<file path="src/rtl/brg_pkg.sv">
package brg_pkg;
  localparam int unsigned DIG_W = 4;
  localparam int unsigned SEG_W = 7;
  typedef logic [DIG_W-1:0] bcd_t;
  typedef logic [SEG_W-1:0] seg_t;

  // active-low, bit 6 = g ... bit 0 = a; non-decimal codes blank
  function automatic seg_t bcd_to_seg_n(bcd_t d);
    seg_t on;
    case (d)
      4'd0: on = 7'b0111111;
      4'd1: on = 7'b0000110;
      4'd2: on = 7'b1011011;
      4'd3: on = 7'b1001111;
      4'd4: on = 7'b1100110;
      4'd5: on = 7'b1101101;
      4'd6: on = 7'b1111101;
      4'd7: on = 7'b0000111;
      4'd8: on = 7'b1111111;
      4'd9: on = 7'b1101111;
      default: on = 7'b0000000;
    endcase
    return ~on;
  endfunction
endpackage

</file>
<file path="src/rtl/sync_fall_det.sv">
module sync_fall_det #(
  parameter int unsigned STAGES = 2
) (
  input  logic clk,
  input  logic rst_n,
  input  logic din,
  output logic fall
);
  logic [STAGES:0] sh;

  always_ff @(posedge clk or negedge rst_n) begin
    if (!rst_n) sh <= '0;
    else        sh <= {sh[STAGES-1:0], din};
  end

  // previous synchronised level high, current synchronised level low
  assign fall = sh[STAGES] & ~sh[STAGES-1];
endmodule

</file>
<file path="src/rtl/bcd_sat_chain.sv">
module bcd_sat_chain
  import brg_pkg::*;
#(
  parameter int unsigned DIGITS = 3,
  parameter int unsigned LIMIT  = 359
) (
  input  logic                    clk,
  input  logic                    rst_n,
  input  logic                    clr,
  output logic [DIGITS*DIG_W-1:0] count
);
  localparam int unsigned W = DIGITS * DIG_W;

  logic [W-1:0]    lim_vec;
  logic [DIGITS:0] carry;
  logic            at_limit;

  assign at_limit = (count == lim_vec);
  assign carry[0] = ~at_limit;

  for (genvar i = 0; i < DIGITS; i++) begin : g_dec
    localparam bcd_t LIM_D = bcd_t'((LIMIT / (10 ** i)) % 10);
    bcd_t d;
    assign lim_vec[i*DIG_W +: DIG_W] = LIM_D;
    assign count[i*DIG_W +: DIG_W]   = d;
    assign carry[i+1] = carry[i] & (d == 4'd9);

    always_ff @(posedge clk or negedge rst_n) begin
      if (!rst_n)        d <= '0;
      else if (clr)      d <= '0;
      else if (carry[i]) d <= (d == 4'd9) ? 4'd0 : d + 4'd1;
    end
  end
endmodule

</file>
<file path="src/rtl/snap_reg.sv">
module snap_reg #(
  parameter int unsigned W = 12
) (
  input  logic         clk,
  input  logic         rst_n,
  input  logic         take,
  input  logic [W-1:0] d,
  output logic [W-1:0] q
);
  always_ff @(posedge clk or negedge rst_n) begin
    if (!rst_n)    q <= '0;
    else if (take) q <= d;
  end
endmodule

</file>
<file path="src/rtl/seg_bank.sv">
module seg_bank
  import brg_pkg::*;
#(
  parameter int unsigned DIGITS = 3
) (
  input  logic [DIGITS*DIG_W-1:0] bcd,
  output logic [DIGITS*SEG_W-1:0] seg_n
);
  for (genvar i = 0; i < DIGITS; i++) begin : g_seg
    assign seg_n[i*SEG_W +: SEG_W] = bcd_to_seg_n(bcd[i*DIG_W +: DIG_W]);
  end
endmodule

</file>
<file path="src/rtl/bearing_readout.sv">
module bearing_readout
  import brg_pkg::*;
#(
  parameter int unsigned DIGITS      = 3,
  parameter int unsigned LIMIT       = 359,
  parameter int unsigned SYNC_STAGES = 2
) (
  input  logic                    clk,
  input  logic                    rst_n,
  input  logic                    sync_in,
  input  logic                    capture,
  output logic [DIGITS*SEG_W-1:0] seg_n,
  output logic [DIGITS*DIG_W-1:0] held_bcd
);
  localparam int unsigned CW = DIGITS * DIG_W;

  logic          sync_fall;
  logic [CW-1:0] live_bcd;

  sync_fall_det #(.STAGES(SYNC_STAGES)) u_sync (
    .clk(clk), .rst_n(rst_n), .din(sync_in), .fall(sync_fall)
  );

  bcd_sat_chain #(.DIGITS(DIGITS), .LIMIT(LIMIT)) u_cnt (
    .clk(clk), .rst_n(rst_n), .clr(sync_fall), .count(live_bcd)
  );

  snap_reg #(.W(CW)) u_snap (
    .clk(clk), .rst_n(rst_n), .take(capture), .d(live_bcd), .q(held_bcd)
  );

  seg_bank #(.DIGITS(DIGITS)) u_seg (
    .bcd(held_bcd), .seg_n(seg_n)
  );
endmodule

</file>
<file path="config.mk">
export PLATFORM = sky130hd
export DESIGN_NAME = bearing_readout
export DESIGN_NICKNAME = d
export VERILOG_FILES = /design/src/rtl/brg_pkg.sv /design/src/rtl/sync_fall_det.sv /design/src/rtl/bcd_sat_chain.sv /design/src/rtl/snap_reg.sv /design/src/rtl/seg_bank.sv /design/src/rtl/bearing_readout.sv
export SDC_FILE = /design/constraint.sdc
export NUM_CORES = 1
export LEC_CHECK = 0
export BUFFER_PORTS_ARGS = -buffer_cell sky130_fd_sc_hd__buf_2
export CORE_MARGIN = 10
export CORE_UTILIZATION = 58
export DETAILED_ROUTE_END_ITERATION = 7
export PLACE_DENSITY = 0.83
export SETUP_SLACK_MARGIN = 0.3
export SYNTH_ARGS = -nofsm -noshare
export SYNTH_HDL_FRONTEND = slang
export SYNTH_SLANG_ARGS = --single-unit
</file>
<file path="constraint.sdc">
create_clock -name clk -period 2.6 [get_ports clk]
set_input_delay 0 -clock clk [delete_from_list [all_inputs] [get_ports clk]]
set_output_delay 0 -clock clk [all_outputs]
set_load 0.01 [all_outputs]
</file>
# == Word level (Yosys, flattened, before mapping) ==
# Memories as Yosys holds them, arrays and structs flattened.
# Cells that the tools add are included.
# totals
rom_bits,336
register_bits,27
mem_bits_rw,0
inputBits,4
mem_count,3
output_inout_bits,33
latch_bits,0
# mem_list
memory,words,word_bits,read_ports,rd_ports_with_merged_regs,write_ports,line_no,text
(no name shown),16,7,1,0,0,brg_pkg.sv:10,case (d)
(no name shown),16,7,1,0,0,brg_pkg.sv:10,
(no name shown),16,7,1,0,0,brg_pkg.sv:10,
# classes
add_sub_neg,3
n_eq_ne,5
div,0
n_mul,0
reduce_logical,2
muxes,9
shifts,0
order_cmp,0
bitwise_logic,8
# ops
op,count
$mux 4,9
$not 7->7,3
$add 4x1->4 const B,3
$eq 12x10->1 const B,1
$eq 4x4->1 const B,3
$reduce_bool 2->1,2
$and 1x1->1,3
$ne 2x2->1 const B,1
$not 1->1,2

# == Longest topological paths before layout ==
# Gate-level depths: netlist (run 1).
# logic_depth
ltp_word,6
mapped_depth,7
ltp_nobuf,6

# == Hierarchy ==
# A second synthesis (run 1) with hierarchy kept.
# hier_totals
hier_cells,185
hier_area_um2,1864.3
# by_module_without_submodules
mod,cells_each,area_each_um2,n_inst
bcd_sat_chain,72,720.7,1
seg_bank,84,570.5,1
snap_reg,25,484.2,1
sync_fall_det,4,88.8,1

# == Least setup slack after synthesis (run 1) ==
# No wires, ideal clock.
# synth_timing
kind,register to register
from,reg u_cnt.g_dec[0].d[1]
to,reg u_cnt.g_dec[2].d[3]
path_stages_with_launch,7
arrival_ns,1.670
path_slack_ns,0.852
required_ns,2.522
setup_time_ns,0.078
path_buffers,0
cell_sequence,dfrtp_1 inv_1 ha_1 nand4b_4 or3_4 or3_1 a21oi_1
# synth_via
elab_chain_len,5
# synth_rtl
item,line_no,text
from (decl),bcd_sat_chain.sv:23,bcd_t d;
from (signal assigned),bcd_sat_chain.sv:31,else if (carry[i]) d <= (d == 4'd9) ? 4'd0 : d + 4'd1;
$eq 12x10->1,bcd_sat_chain.sv:18,assign at_limit = (count == lim_vec);
$not 1->1,bcd_sat_chain.sv:19,assign carry[0] = ~at_limit;
$and 1x1->1 (*) (2 in series),bcd_sat_chain.sv:26,assign carry[i+1] = carry[i] & (d == 4'd9);
$reduce_bool 2->1 (no line) (*),n/a,
to (signal assigned),bcd_sat_chain.sv:31,
to (decl),bcd_sat_chain.sv:23,
# Mark *: on every way between the ends. The rest lies on a longest branch, timed or not.
# A chain may end at the register's enable or synchronous reset.

# == Worst setup path after layout (run 1) ==
# Ends and elaborated chain as after synthesis.

==> results.json, run 1 <==
{
  "fin_crit_sh_pct": 74.72,
  "holdCritPathClass": "in2reg",
  "grt_setup_unrepaired": "false",
  "start_util_pct": 61.27,
  "crit_arrival_ps": 2200,
  "cts_tree": "done",
  "grt_usage_pct": 13.08,
  "vias_per_cell": 5.589,
  "syn_inst": 195,
  "crit_slowest_cell": "dfrtp_1",
  "cts.sinks": 27,
  "cts-root-buf": "clkbuf_4",
  "dpl.hpwl_um": 2722,
  "fin_setup_tns_ps": 0,
  "ys_async_sr_fraction_pct": 100.0,
  "insertion_delay_ps": 320,
  "worstPathRequired_ps": 2860,
  "period_needed_ps": 1943,
  "worstMarginPinSlew_ps": 827.8,
  "relSlewSlack_pct": 44.70,
  "cts_buffer_depth": 2,
  "ys_ff_latch": 27,
  "core_area_um2": 2781,
  "cp_cell_sequence": "inv_1 -> ha_1 -> nand4b_4 -> or3_4 -> or3_1 -> a21oi_1",
  "io_pins": 37,
  "ant_nets": 0,
  "dr.first_iter.drc_count": 108,
  "grt-ovfl-total": 0,
  "startpoint_type": "flip-flop",
  "core.rowCount": 19,
  "syn_area_um2": 1704,
  "antennaDiodeCount": 0,
  "critPathMaxFanout": 7,
  "setup_violations": 0,
  "htreeDepth": 1,
  "ctsHoldBuffers": 2,
  "synth.largest_area_cell": "dfrtp_1",
  "power_density_nw_per_um2": 609.9,
  "ys.warnings.count": 0,
  "yosysSeqAreaShare_pct": 39.65,
  "finalClockSkew_ps": 8.897,
  "first_pass_iters": 4,
  "die_y_um": 74.21,
  "grt_pass1_wl_um": 5989,
  "syn-num-nets": 218,
  "p_leak_uw": 0.001015,
  "antenna_found_initial": 0,
  "cts-resized-gates": 0,
  "drive_above_1_share_pct": 21.12,
  "grt_start_max_net_pins": 28,
  "final_nets": 256,
  "vias": 1470,
  "hold_ws_ps": 73.58,
  "cp-end-kind": "flip-flop",
  "synth_edf_count": 0,
  "die_x_um": 74.21,
  "cts_made_buffers": 3,
  "ir_worst_vdd_uv": 686.0,
  "synth_top_cell_area_share_pct": 39.65,
  "yosys-top-cells-count": "dfrtp_1, nand2_1, o21ai_0",
  "port_buffers": 36,
  "die-area_um2": 5506,
  "grt_pass1_vias": 1332,
  "drv_slew": 0,
  "synth_cell_types": 28,
  "cts_setup_buffers": 0,
  "syn_avg_cell_area_um2": 8.739,
  "outcome": "complete, no violations",
  "fmax_mhz": 514.8,
  "fin_area_um2": 1947,
  "maxCapViolCount": 0,
  "crit_type": "reg2reg",
  "ys_top_cells_by_area": "dfrtp_1, ha_1, o21ai_0",
  "area_growth_pct": 14.24,
  "yosys.cell_count.top_type": "dfrtp_1",
  "synth_flop_cell": "dfrtp_1",
  "placed_area_um2": 1897,
  "hold_violations": 0,
  "critPathMaxStageDelay_ps": 460,
  "routedWlPerCell_um": 13.27,
  "routed_wl_um": 3489,
  "drc_errors": 0,
  "clk_pin_slew_worst_paths_ps": 150,
  "place_congestion": 0.8754
}
## per-stage QoR
stage	total power [uW]	cells	utilization [%]	setup WS, ps
2_1_floorplan	837.4	195	-	852.0
5_1_grt	1285	263	70.00	538.5
4_1_cts	1198	263	70.00	659.9
6_report	1187	263	70.00	657.3
3_3_place_gp	1004	257	68.20	789.8
3_5_place_dp	1015	257	68.20	696.7
## cell type report
cell class	count	area [um2]
multi-input cells	149	949.7
fillers	218	834.6
repair buffers	38	200.2
well taps	31	38.79
clock buffers	3	22.52
flip-flops and latches	27	675.6
inverters	14	52.55
clock inverters	1	7.507
## metal layers
metal | routed length (um) | track usage [%]
met4 | 27 | 3.727
met2 | 1668 | 21.31
met3 | 263 | 3.324
met1 | 1530 | 16.69
met5 | 0 | 0
## flip-flops by register name, summed over array words and instances, names as in the netlist
signal,count
u_snap.q,12
u_sync.sh,3
u_cnt.g_dec.d,12
## worst paths after layout
kind | from | end | slack (ps) | cells past startpoint
worst max-delay path | u_cnt.g_dec[0].d[1] | u_cnt.g_dec[2].d[3] | 660 | 6
worst min-delay path | capture | u_snap.q[10] | 70 | 3
worst max register to register | u_cnt.g_dec[0].d[1] | u_cnt.g_dec[2].d[3] | 660 | 6
worst min register to register | u_sync.sh[0] | u_sync.sh[1] | 370 | 0
max in group asynchronous | rst_n | u_snap.q[9] | 2030 | 2
min in group asynchronous | rst_n | u_cnt.g_dec[1].d[0] | 190 | 2
## power breakdown
part | switching [uW] | total (uW) | internal, uW
logic | 259 | 457 | 198
registers | 79.5 | 549 | 469
clock network | 122 | 181 | 58.8
## logic make-up after synthesis
logic type,count (synthesis),synth area share (%)
AOI/OAI and AO/OA,50,15.64
xor gates and xnor gates,5,2.570
adders and majority gates,19,13.95
buffers and inverters,19,4.625
DFF,27,39.65
muxes,2,1.175
and+or+nand+nor,73,22.39
## worst max-delay path: cells and delay by family (launching register included)
kind	cells	cell delay (ps)
adder cells (fa/ha/maj)	1	250
AND/OR/NAND/NOR	3	930
AO/OA/AOI/OAI	1	160
buffers and inverters	1	80
flip-flops	1	460
## cell usage in the layout, fill, tap and decap left out, types with 4 or more instances in the layout
master,synthesis,routed
dfrtp_1,27,27
buf_2,0,36
ha_1,19,19
o21ai_0,21,21
nand3_1,4,4
nor2_1,20,20
or2_2,4,4
a31oi_1,7,7
inv_1,14,14
a21oi_1,19,19
nor2b_1,4,4
xor2_1,5,5
nand2_1,25,25
No activity file was read; power rests on OpenSTA's default activity.
==> run 2: changes to the inputs <==
CORE_UTILIZATION = 49   (was 58)
PLACE_DENSITY = 0.75   (was 0.83)
clock period = 1.6 ns   (was 2.6 ns; I/O delays follow)
==> run 2 against run 1 <==
  * The flow now finishes with violations (negative setup slack)
  * First-iteration DRC count shrank 2.8%
  * Critical endpoint is now u_cnt.g_dec[2].d[1]
  * Routed wire length grew 64%
  * Via count grew 21%
  * Worst hold slack gained 18 ps
  * Core utilization grew 9.0 points
  * Clock power grew 64%
  * Sequential share of layout area shrank 8.9 points
==> results.json, run 2 (synthesized netlist as in run 1, its figures left out) <==
{
  "violations": "negative setup slack",
  "ir_worst_vdd_uv": 639.2,
  "final_cells": 320,
  "critPathMaxFanout": 5,
  "io_pins": 37,
  "htreeDepth": 1,
  "worstPathRequired_ps": 1860,
  "p_leak_uw": 0.001243,
  "final_util_pct": 79.04,
  "final_cell_mix": "buf_2, buf_4, dfrtp_1",
  "drc_errors": 0,
  "antennaDiodeCount": 0,
  "vias": 1777,
  "core_area_um2": 3337,
  "fmax_mhz": 599.2,
  "grt_usage_pct": 14.52,
  "setup_violations": 6,
  "start_util_pct": 51.07,
  "timing.final.ws_setup_ps": -68.79,
  "die-area_um2": 6237,
  "drv_slew": 0,
  "routed_wl_um": 5706,
  "power_density_nw_per_um2": 933.8,
  "port_buffers": 36,
  "die_y_um": 78.98,
  "hold_violations": 0,
  "maxCapViolCount": 0,
  "final_nets": 298,
  "crit_slowest_cell": "or3_4",
  "ant_nets": 0,
  "pre_cts_ws_ps": -63.17,
  "cp-end-kind": "flip-flop",
  "grt_pass1_vias": 1643,
  "r2r_slack_ps": -70,
  "cts_buffer_depth": 2,
  "grt_pass1_wl_um": 7617,
  "vias_per_cell": 5.553,
  "grt_start_max_net_pins": 28,
  "grt-ovfl-total": 0,
  "cts_tree": "done",
  "grt_setup_unrepaired": "true",
  "drive_above_1_share_pct": 52.55,
  "cts.sinks": 27,
  "crit_type": "reg2reg",
  "mostFrequentLayoutCell": "buf_2",
  "period_needed_ps": 1669,
  "finalClockSkew_ps": 1.620,
  "relSlewSlack_pct": 60.35,
  "core.rowCount": 21,
  "dr.first_iter.drc_count": 105,
  "dpl.hpwl_um": 2852,
  "cts-root-buf": "clkbuf_4",
  "outcome": "finished with violations",
  "clk_pin_slew_worst_paths_ps": 140,
  "startpoint_type": "flip-flop",
  "critPathMaxStageDelay_ps": 420,
  "cp_cell_sequence": "inv_2 -> ha_4 -> nand4b_4 -> or3_4 -> or3_1 -> a21oi_1",
  "antenna_found_initial": 0,
  "die_x_um": 78.98,
  "crit_arrival_ps": 1930,
  "area_growth_pct": 54.77,
  "routedWlPerCell_um": 17.83,
  "place_congestion": 0.8731,
  "reg.largest.list": "u_cnt.g_dec.d x12, u_snap.q x12, u_sync.sh x3",
  "fin_crit_sh_pct": 104.3,
  "cts_made_buffers": 3,
  "insertion_delay_ps": 320,
  "first_pass_iters": 4,
  "dp_cells": 287,
  "holdCritPathClass": "in2reg",
  "fin_setup_tns_ps": -254.6,
  "worstMarginPinSlew_ps": 594.7
}
-- run 2: cell types whose count changed in the layout (fill, tap and decap cells not counted), sizes merged --
cell      previous run  this run
clkbuf               3         4
buf                 36        78
clkinvlp             1         0
-- run 2: critical path: cells and delay by family, from the launching register on --
family	cells	cell delay, ps
AO/OA/AOI/OAI	1	140
adder cells (fa/ha/maj)	1	140
buffers and inverters	1	70
flip-flops	1	410
AND/OR/NAND/NOR	3	850
-- run 2: layout make-up --
class	instances	area, um2
clock buffers	4	26.28
repair buffers	80	556.8
well taps	46	57.56
multi-input cells	149	1259
inverters	14	57.56
fillers	192	699.4
flip-flops and latches	27	680.7
-- run 2: repair_timing --
action / in CTS / in global routing
hold endpoints to repair: 28 / 0
pin swaps: 37 / 14
buffers inserted: 18 / 9
hold buffers: 2 / 0
setup endpoints to repair: 32 / 32
cloned: 0 / 0
resized for setup: 61 / 30
-- run 2: metrics by stage --
step | area, um2 | hold WS (ps) | power (uW)
after global placement | 2043 | 33.44 | 1732
after global routing | 2638 | 113.3 | 2614
after floorplan | 1720 | -295.6 | 1385
final | 2638 | 91.17 | 2463
after detailed placement | 2043 | 35.46 | 1748
after CTS | 2444 | 74.06 | 2307
-- run 2: report_power, final --
part	switching, uW	internal, uW	total, uW
logic	670	618	1290
clock network	198	97.7	296
registers	112	767	879
total	980	1480	2460
-- run 2: path summary, 6_finish.rpt --
check	start	endpoint	cells after the start
worst max-delay path	u_cnt.g_dec[0].d[1]	u_cnt.g_dec[2].d[1]	6
worst min-delay path	capture	u_snap.q[9]	3
worst max register to register	u_cnt.g_dec[0].d[1]	u_cnt.g_dec[2].d[1]	6
worst min register to register	u_sync.sh[0]	u_sync.sh[1]	0
max in group asynchronous	rst_n	u_snap.q[4]	2
min in group asynchronous	rst_n	u_snap.q[8]	2
-- run 2: layer usage --
layer  wire length [um]  part of all wire, %  GRT usage (%)
met5                  0                    0              0
met4                117                  2.1          6.810
met3                279                  4.9          3.153
met2               2970                   52          25.53
met1               2337                   41          16.28
==> run 3: changes to the inputs <==
CTS_CLUSTER_SIZE = 30   (was unset)
RECOVER_POWER = 50   (was unset)
==> run 3 against run 2 <==
  * The flow still finishes with violations (negative setup slack)
  * Design area unchanged
  * Sequential share of layout area unchanged
  * Setup slack unchanged
  * Via count unchanged
  * Global-route usage unchanged
  * Largest power group unchanged
==> results.json, run 3 (synthesized netlist as in run 1, its figures left out) <==
{
  "die_x_um": 78.98,
  "cts-root-buf": "clkbuf_4",
  "pwr-share-clk_pct": 12.0,
  "grt_usage_pct": 14.52,
  "final_cell_mix": "buf_2, buf_4, dfrtp_1",
  "final_cells": 320,
  "routed_wl_um": 5705,
  "hold_violations": 0,
  "place_congestion": 0.8731,
  "htreeDepth": 1,
  "violations": "negative setup slack",
  "crit_type": "reg2reg",
  "grt_pass1_wl_um": 7617,
  "worstPathRequired_ps": 1860,
  "grt_pass1_vias": 1643,
  "grt_setup_unrepaired": "true",
  "cp_cell_sequence": "inv_2 -> ha_4 -> nand4b_4 -> or3_4 -> or3_1 -> a21oi_1",
  "power_density_nw_per_um2": 933.8,
  "cp-end-kind": "flip-flop",
  "cts_made_buffers": 3,
  "p_switching_uw": 980.2,
  "crit_buf_inv": 1,
  "cts_tree": "done",
  "crit_slowest_cell": "or3_4",
  "crit_arrival_ps": 1930,
  "final_nets": 298,
  "maxCapViolCount": 0,
  "core_area_um2": 3337,
  "die_y_um": 78.98,
  "grt_start_max_net_pins": 28,
  "relSlewSlack_pct": 56.01,
  "vias_per_cell": 5.553,
  "ant_nets": 0,
  "core.rowCount": 21,
  "worstMarginPinSlew_ps": 659.9,
  "crit_family": "simple AND/OR/NAND/NOR gates",
  "reg.largest.list": "u_cnt.g_dec.d x12, u_snap.q x12, u_sync.sh x3",
  "ir_worst_vdd_uv": 639.2,
  "timing.final.ws_setup_ps": -68.79,
  "hold_ws_ps": 91.17,
  "dr.first_iter.drc_count": 105,
  "hold_depth": 3,
  "pwr-share-comb_pct": 52.3,
  "cp.depth": 6,
  "io_pins": 37,
  "antennaDiodeCount": 0,
  "insertion_delay_ps": 320,
  "p_leak_uw": 0.001243,
  "switching_share_pct": 39.80,
  "port_buffers": 36,
  "period_needed_ps": 1669,
  "mostFrequentLayoutCell": "buf_2",
  "holdCritPathClass": "in2reg",
  "dp_cells": 287,
  "drv_slew": 0,
  "first_pass_iters": 4,
  "reg2reg_depth": 6,
  "critPathMaxFanout": 5,
  "start_util_pct": 51.07,
  "fin_setup_tns_ps": -254.6,
  "fmax_mhz": 599.2,
  "clk_pin_slew_worst_paths_ps": 140,
  "antenna_found_initial": 0,
  "vias": 1777,
  "cts.sinks": 27,
  "drc_errors": 0,
  "pre_cts_ws_ps": -63.17,
  "finalClockSkew_ps": 1.620,
  "critPathMaxStageDelay_ps": 420,
  "die-area_um2": 6237,
  "dpl.hpwl_um": 2852,
  "fin_crit_sh_pct": 104.3,
  "outcome": "finished with violations",
  "grt-ovfl-total": 0,
  "pwr-share-seq_pct": 35.7,
  "routedWlPerCell_um": 17.83,
  "drive_above_1_share_pct": 52.55,
  "cts_buffer_depth": 2,
  "setup_violations": 6,
  "startpoint_type": "flip-flop",
  "internal-power_uw": 1483,
  "finalPower_uw": 2463,
  "area_growth_pct": 54.77
}
-- run 3: changes by cell type in the layout (fill, tap and decap cells not counted), sizes merged --
cell,before,now
clkbuf,4,5
buf,78,77
-- run 3: area by class of cell --
cell class / count / area [um2]
multi-input combinational: 149 / 1259
tap: 46 / 57.56
inverter: 14 / 57.56
timing repair buffer: 80 / 556.8
sequential: 27 / 680.7
clock buffer: 4 / 26.28
fill: 192 / 699.4
-- run 3: per-stage QoR --
stage          utilization (%)  area (um2)
3_3_place_gp             61.23        2043
5_1_grt                  79.04        2638
2_1_floorplan                -        1720
6_report                 79.04        2638
4_1_cts                  73.23        2444
3_5_place_dp             61.23        2043
-- run 3: metal layers --
metal | wire length [um] | global-route usage, % | vias up
met5 | 0 | 0 | -
met4 | 117 | 6.810 | 0
met3 | 279 | 3.153 | 13
met2 | 2970 | 25.53 | 51
met1 | 2336 | 16.28 | 881
li1 | - | - | 832
-- run 3: worst paths after layout --
path                                startpoint                   to  slack, ps
min reg2reg                       u_sync.sh[0]         u_sync.sh[1]        370
max in group asynchronous                rst_n          u_snap.q[4]        900
min in group asynchronous                rst_n          u_snap.q[8]        240
max reg2reg                u_cnt.g_dec[0].d[1]  u_cnt.g_dec[2].d[1]        -70
min                                    capture          u_snap.q[9]         90
max                        u_cnt.g_dec[0].d[1]  u_cnt.g_dec[2].d[1]        -70
-- run 3: worst register-to-register path: cells and delay by family, from the launching register on --
kind	cells	cell delay [ps]
simple gates	3	850
compound gates	1	140
fa+ha+maj	1	140
buf+inv	1	70
flops	1	410
-- run 3: power by group through the flow --
stage	logic, uW	registers, uW	clock network [uW]
3_5_place_dp	877	870	0
4_1_cts	1140	861	302
5_1_grt	1400	892	325
6_report	1290	879	296
3_3_place_gp	866	866	0
2_1_floorplan	487	898	0
-- run 3: what timing repair did --
action,4_1_cts,5_1_grt
buffers inserted,18,9
hold buffers,2,0
gates cloned,0,0
endpoints found under the hold margin,28,0
gates resized for setup,61,30
setup endpoints to repair,32,32
pin swaps,37,14
